--- src/rtl/pcig_pkg.sv ---
package pcig_pkg;
    typedef enum logic [1:0] {
        ST_PRIME = 2'd0,
        ST_QUIET = 2'd1,
        ST_ALERT = 2'd2
    } irq_state_t;
endpackage

--- src/rtl/pcig_sync.sv ---
module pcig_sync #(
    parameter int W      = 8,
    parameter int STAGES = 2
) (
    input  logic         clk,
    input  logic         rst_n,
    input  logic [W-1:0] d_i,
    output logic [W-1:0] q_o
);
    logic [W-1:0] stg_q [STAGES];

    for (genvar s = 0; s < STAGES; s++) begin : g_stage
        if (s == 0) begin : g_first
            always_ff @(posedge clk or negedge rst_n) begin
                if (!rst_n) stg_q[s] <= '0;
                else        stg_q[s] <= d_i;
            end
        end else begin : g_next
            always_ff @(posedge clk or negedge rst_n) begin
                if (!rst_n) stg_q[s] <= '0;
                else        stg_q[s] <= stg_q[s-1];
            end
        end
    end

    assign q_o = stg_q[STAGES-1];
endmodule

--- src/rtl/pcig_port.sv ---
module pcig_port #(
    parameter int W = 8
) (
    input  logic         clk,
    input  logic         rst_n,
    input  logic [W-1:0] sync_i,
    input  logic [W-1:0] dir_i,
    input  logic         load_i,
    output logic [W-1:0] snap_o,
    output logic         mismatch_o
);
    logic [W-1:0] snap_q;
    logic [W-1:0] diff;

    always_ff @(posedge clk or negedge rst_n) begin
        if (!rst_n)      snap_q <= '0;
        else if (load_i) snap_q <= sync_i;
    end

    // only input-direction bits may report a difference
    assign diff       = (sync_i ^ snap_q) & dir_i;
    assign mismatch_o = |diff;
    assign snap_o     = snap_q;

    // a load captures the synchronized levels of that edge
    assert_snap_loaded_R3: assert property (@(posedge clk) disable iff (!rst_n)
        load_i |=> (snap_q == $past(sync_i)));

    // right after a load, the port reports nothing unless the pins moved
    assert_load_clears_R3: assert property (@(posedge clk) disable iff (!rst_n)
        load_i |=> ($stable(sync_i) -> !mismatch_o));
endmodule

--- src/rtl/pcig_top.sv ---
module pcig_top #(
    parameter int PORT_W      = 8,
    parameter int NUM_PORTS   = 2,
    parameter int SYNC_STAGES = 2
) (
    input  logic                          clk,
    input  logic                          rst_n,
    input  logic [NUM_PORTS*PORT_W-1:0]   pins_i,
    input  logic [NUM_PORTS*PORT_W-1:0]   dir_i,
    input  logic [NUM_PORTS-1:0]          rd_i,
    output logic [NUM_PORTS*PORT_W-1:0]   rd_data_o,
    output logic                          int_oe_o,
    output logic                          int_n_o
);
    import pcig_pkg::*;

    localparam int TOTAL_W   = NUM_PORTS * PORT_W;
    localparam int PRIME_CYC = SYNC_STAGES + 1;
    localparam int CNT_W     = $clog2(PRIME_CYC + 1);

    irq_state_t          state_q, state_d;
    logic [CNT_W-1:0]    prime_cnt_q;
    logic [TOTAL_W-1:0]  sync_pins;
    logic [NUM_PORTS-1:0] port_mis;
    logic                any_change;
    logic                priming;
    logic                prime_done;

    pcig_sync #(.W(TOTAL_W), .STAGES(SYNC_STAGES)) u_sync (
        .clk   (clk),
        .rst_n (rst_n),
        .d_i   (pins_i),
        .q_o   (sync_pins)
    );

    assign priming = (state_q == ST_PRIME);

    for (genvar k = 0; k < NUM_PORTS; k++) begin : g_port
        pcig_port #(.W(PORT_W)) u_port (
            .clk        (clk),
            .rst_n      (rst_n),
            .sync_i     (sync_pins[k*PORT_W +: PORT_W]),
            .dir_i      (dir_i[k*PORT_W +: PORT_W]),
            .load_i     (priming | rd_i[k]),
            .snap_o     (rd_data_o[k*PORT_W +: PORT_W]),
            .mismatch_o (port_mis[k])
        );
    end

    assign any_change = |port_mis;
    assign prime_done = (prime_cnt_q == CNT_W'(PRIME_CYC - 1));

    // state register
    always_ff @(posedge clk or negedge rst_n) begin
        if (!rst_n) begin
            state_q     <= ST_PRIME;
            prime_cnt_q <= '0;
        end else begin
            state_q <= state_d;
            if (priming) prime_cnt_q <= prime_cnt_q + 1'b1;
        end
    end

    // next-state logic
    always_comb begin
        state_d = state_q;
        unique case (state_q)
            ST_PRIME: if (prime_done)  state_d = ST_QUIET;
            ST_QUIET: if (any_change)  state_d = ST_ALERT;
            ST_ALERT: if (!any_change) state_d = ST_QUIET;
            default:                   state_d = ST_PRIME;
        endcase
    end

    // outputs decoded from the state register only
    always_comb begin
        int_oe_o = 1'b0;
        unique case (state_q)
            ST_ALERT: int_oe_o = 1'b1;
            default:  int_oe_o = 1'b0;
        endcase
        int_n_o = ~int_oe_o;
    end

    assert_change_raises_R1: assert property (@(posedge clk) disable iff (!rst_n)
        (!priming && any_change) |=> int_oe_o);

    assert_settle_releases_R2: assert property (@(posedge clk) disable iff (!rst_n)
        (!priming && !any_change) |=> !int_oe_o);

    assert_prime_quiet_R8: assert property (@(posedge clk) disable iff (!rst_n)
        priming |-> !int_oe_o);

    assert_rise_has_cause_R1: assert property (@(posedge clk) disable iff (!rst_n)
        $rose(int_oe_o) |-> $past(any_change));
endmodule

--- config.mk ---
export PLATFORM = sky130hd
export DESIGN_NAME = pcig_top
export DESIGN_NICKNAME = d
export VERILOG_FILES = /design/src/rtl/pcig_pkg.sv /design/src/rtl/pcig_sync.sv /design/src/rtl/pcig_port.sv /design/src/rtl/pcig_top.sv
export SDC_FILE = /design/constraint.sdc
export NUM_CORES = 1
export LEC_CHECK = 0
export ABC_AREA = 0
export BUFFER_PORTS_ARGS = -buffer_cell sky130_fd_sc_hd__buf_4
export CELL_PAD_IN_SITES_DETAIL_PLACEMENT = 1
export CELL_PAD_IN_SITES_GLOBAL_PLACEMENT = 1
export CORE_MARGIN = 3
export CORE_UTILIZATION = 40
export DETAILED_ROUTE_END_ITERATION = 10
export GPL_TIMING_DRIVEN = 0
export MAX_ROUTING_LAYER = met4
export PLACE_DENSITY_LB_ADDON = 0.3
export SYNTH_ARGS = -nofsm -noshare
export SYNTH_HDL_FRONTEND = slang
export SYNTH_HIERARCHICAL = 1
export SYNTH_SLANG_ARGS = --single-unit
--- constraint.sdc ---
create_clock -name clk -period 2.1 [get_ports clk]
set_clock_uncertainty 0.2 [all_clocks]
set_input_delay 0.42 -clock clk [delete_from_list [all_inputs] [get_ports clk]]
set_output_delay 0.42 -clock clk [all_outputs]
set_load 0.01 [all_outputs]
# Word level (Yosys, flattened, before mapping)
# Index checks and enable logic that the tools add are counted.
# Widths: inputs -> output; s select.
# totals
wordCells	28
ff_bits	52
# classes
add_sub_neg	1
bitwise_logic	7
n_mux	5
reduce_logical	3
n_eq_ne	6
# ops
op	n
$and 8x8->8	2
$reduce_or 16->1	1
$xor 8x8->8	2
$mux 2	3
$pmux 2 s3	1
$eq 2x2->1 const B	2
$ne 2x2->1 const B	2
$reduce_and 3->1	1
$add 2x1->2 const B	1
$eq 2x1->1 const B	1
$logic_not 2->1	1
$ne 2x1->1 const B	1
$or 1x1->1	2
$mux 1	1
$not 1->1	1

# Longest topological paths before layout
# logic_depth
word_depth	5
depth_mapped	6
depth_no_buf	5

# Cells and area by module
# Netlist, hierarchy kept.
# modules_own_cells
module	cells_per_inst	instances	area_per_inst_um2
pcig_sync	48	1	920.9
pcig_port	30	2	407.9
pcig_top	21	1	215.2

# Worst setup path after synthesis
# OpenSTA, ideal clock, no wires.
# synth_timing
path_type	reg-to-reg
start	register u_sync.stg_q, in the netlist u_sync/q_o[10]
end	register state_q[0]
path_buffers	1
stages_incl_launch_ff	7
setup_slack_ns	0.542
setup_ns	0.066
arrival_time_ns	1.292
required_ns	1.834
cell_sequence	dfrtp_1 buf_4 xor2_1 a22oi_1 nand4_1 o31ai_1 o31a_1
# synth_between
elab_chain_len	5
word_cells_on_any_way	6
# synth_lines
element	line_no	source
start, declared	pcig_sync.sv:10	logic [W-1:0] stg_q [STAGES];
start signal, assigned by index	pcig_sync.sv:21	else stg_q[s] <= stg_q[s-1];
$xor 8x8->8 (*)	pcig_port.sv:21	assign diff = (sync_i ^ snap_q) & dir_i;
$and 8x8->8 (*)	pcig_port.sv:21	
$reduce_or 16->1 (*)	pcig_top.sv:50	assign any_change = |port_mis;
$ne 2x2->1 (no line)	-	
$reduce_and 3->1 (no line) (*)	-	
end signal, assigned	pcig_top.sv:59	state_q <= state_d;
end, declared	pcig_top.sv:21	irq_state_t state_q, state_d;
# Mark *: on every way between the ends. The rest lies on a longest branch, timed or not.
# A chain may end at the register's enable or synchronous reset.

# Worst setup path after layout
# layout_timing
start	register state_q[0]
end	output port int_n_o
# layout_between
elab_chain_len	3
# layout_lines
element	line_no	source
$eq 2x2->1	pcig_top.sv:78	unique case (state_q)
$mux 1	pcig_top.sv:78	
$not 1->1	pcig_top.sv:82	int_n_o = ~int_oe_o;
end, declared	pcig_top.sv:13	output logic int_n_o
# Every way passes these cells.

==> reports/results.txt <==
Fin Setup TNS - 0 ps
critical path class - flop to output pin
Synthesized Nets - 166
Port Buffer Count - 53
Synth Area in Simple Gates - 3.14%
max-slew violations - 0
Resize count post-CTS - 0
Die Area - 5750 µm²
Seq/Total Area, Yosys - 66.7%
slew at the pin closest to its max-slew limit - 624 ps
Gate Count Post-Synth - 129
GRT Util Overall - 14.2%
vias in the first global route - 1,265
Yosys reg bits - 52
Ports - 54
number of remaining DRC errors - 0
Antenna Nets Post-Route - 0
most frequent cells in the layout - buf_4 (69), dfrtp_1 (52), xor2_1 (16), mux2_2 (16), a22oi_1 (8)
Max Freq - 549 MHz
first-pass GRT wire length - 5750 µm
status - finished clean
total wire length - 3580 µm
Post-CTS Hold Buffers - 1
data required time of the worst path - 1480 ps
Placer Congestion - 0.720
chip height - 75.9 µm
Layout area overhead - 29.8%
critical path endpoint category - output pin
max_cap viols - 0
Nets - 227
vias - 1,134
die width - 75.9 µm
CTS Buffer Depth - 2
total CTS buffers - 5
commonest non-fill, non-tap cell in the layout - buf_4
initial antenna violation count - 0
clk_lat worst skew - 290 ps
CP startpoint kind - flop
H-Tree Depth - 2
number of cell rows - 24
complex-gate fraction of the synthesized area - 5.00%
total grt overflow - 0
Pwr Density - 1030 nW/µm²
Synth cell types - 21
Ys Warns - 6
HPWL after DPL - 2800 µm
post-synthesis xor/xnor area fraction - 7.63%
Hold WC Path Type - input pin to flop
final std cells w/o fill - 256
fillers - 456
peak supply drop - 0.415 mV
CTS clk-pin slew, worst paths - 90 ps
diode count - 0
wire length per cell - 14.0 µm
final hold vios - 0
Power, Total - 2620 µW
number of DRC markers in iteration 0 - 39
share of cells above drive strength 1 - 51.3%
RSZ-0062 raised after global routing - no
Placed Cells - 247
post-synthesis mux area share - 9.23%
CTS root buf - clkbuf_8
Adder-Cell Fraction of Synth Area - 0.641%
TritonCTS Sinks - 52
largest family of logic cells by synthesized area - multiplexers
vias per std cell - 4.43
Tmin final - 1820 ps
largest net degree at the start of global routing - 53
core area - 4530 µm²
Leak - 0.00121 µW
first-pass detailed-route iteration total - 2
area of the mapped netlist - 1950 µm²
Setup Buffers After CTS - 0
Relative slew margins - 58.4%
Initial Util - 43.0%
final setup fails - 0
Critical Path Fanout Max - 7
syn_area_per_cell - 15.1 µm²
Critical Path AT - 1200 ps
final period utilization - 86.8%
CTS tree - yes
## metrics by stage
stage / setup WS, ps / area [µm²] / utilization, % / hold slack [ps]
floorplan: 542 / 1950 / - / -75.6
global placement: 404 / 2430 / 53.6 / 133
detailed placement: 312 / 2430 / 53.6 / 136
CTS: 252 / 2530 / 55.9 / 15.2
global route: 121 / 2530 / 55.9 / 9.42
finish: 277 / 2530 / 55.9 / 25.7
## report_power, final
part	switching, µW	total [µW]	internal [µW]
logic	327	774	447
clock network	296	559	263
registers	130	1290	1160
## worst paths after layout
kind / startpoint / end / slack [ps] / depth (start not counted)
worst max-delay path: state_q[0] / int_n_o / 280 / 3
worst min register to register: u_sync/stg_q[30] / u_sync/q_o[14] / 150 / 0
worst min-delay path: pins_i[3] / u_sync/stg_q[19] / 30 / 1
max in group asynchronous: rst_n / g_port[1].u_port/snap_o[1] / 790 / 2
worst max register to register: u_sync/q_o[14] / state_q[0] / 310 / 6
min in group asynchronous: rst_n / g_port[1].u_port/snap_o[3] / 500 / 2
## cells in the mapped netlist
library cell	instances	area, µm²
a21oi_2	1	8.76
o31ai_1	2	15.0
buf_6	2	22.5
or2_1	2	12.5
mux2_2	16	180
and2b_2	1	8.76
o21ai_0	1	5.00
nand2b_1	1	6.26
ha_1	1	12.5
dfrtp_1	52	1300
inv_1	1	3.75
xor2_1	16	140
inv_2	1	3.75
buf_4	16	120
nor2b_1	1	6.26
nand4_1	2	12.5
a22oi_1	8	60.1
o31a_1	1	8.76
xnor2_1	1	8.76
nor3b_1	1	7.51
nor2_1	2	7.51
## metal layers
metal	global-route usage, %	up-vias	part of all wire [%]
met1	15.8	569	38
met3	2.77	4	3.8
met2	24.6	26	57
met5	-	-	0
li1	-	535	-
met4	5.83	0	1.3
## cells by family (layout without fill, tap and decap cells)
logic type,count (synthesis),after routing
buffers and inverters,20,82
AND/OR/NAND/NOR,10,10
AO/OA/AOI/OAI,13,13
flip-flops,52,52
adder cells (fa/ha/maj),1,1
multiplexers,16,16
XOR/XNOR,17,17
## cell type report
cell class / count / area, µm² / share of cell area (%)
Inverter: 2 / 7.51 / 0.296
Timing Repair Buffer: 54 / 408 / 16.1
Clock buffer: 6 / 82.6 / 3.26
Multi-Input combinational cell: 57 / 500 / 19.8
Clock inverter: 2 / 10.0 / 0.395
Tap cell: 65 / 81.3 / 3.21
Buffer: 18 / 143 / 5.63
Sequential cell: 52 / 1300 / 51.4
## critical path, stage by stage, from the launching register on
cell and delay, ps:
dfrtp_1 460, and2b_2 260, inv_2 70, buf_4 120
## registers in the layout, indices dropped and copies added, names as in the netlist
register / flops
u_sync/stg_q: 16
g_port.u_port/snap_o: 16
u_sync/q_o: 16
state_q: 2
prime_cnt_q: 2
Note: power is estimated with default switching activity, not from simulation.
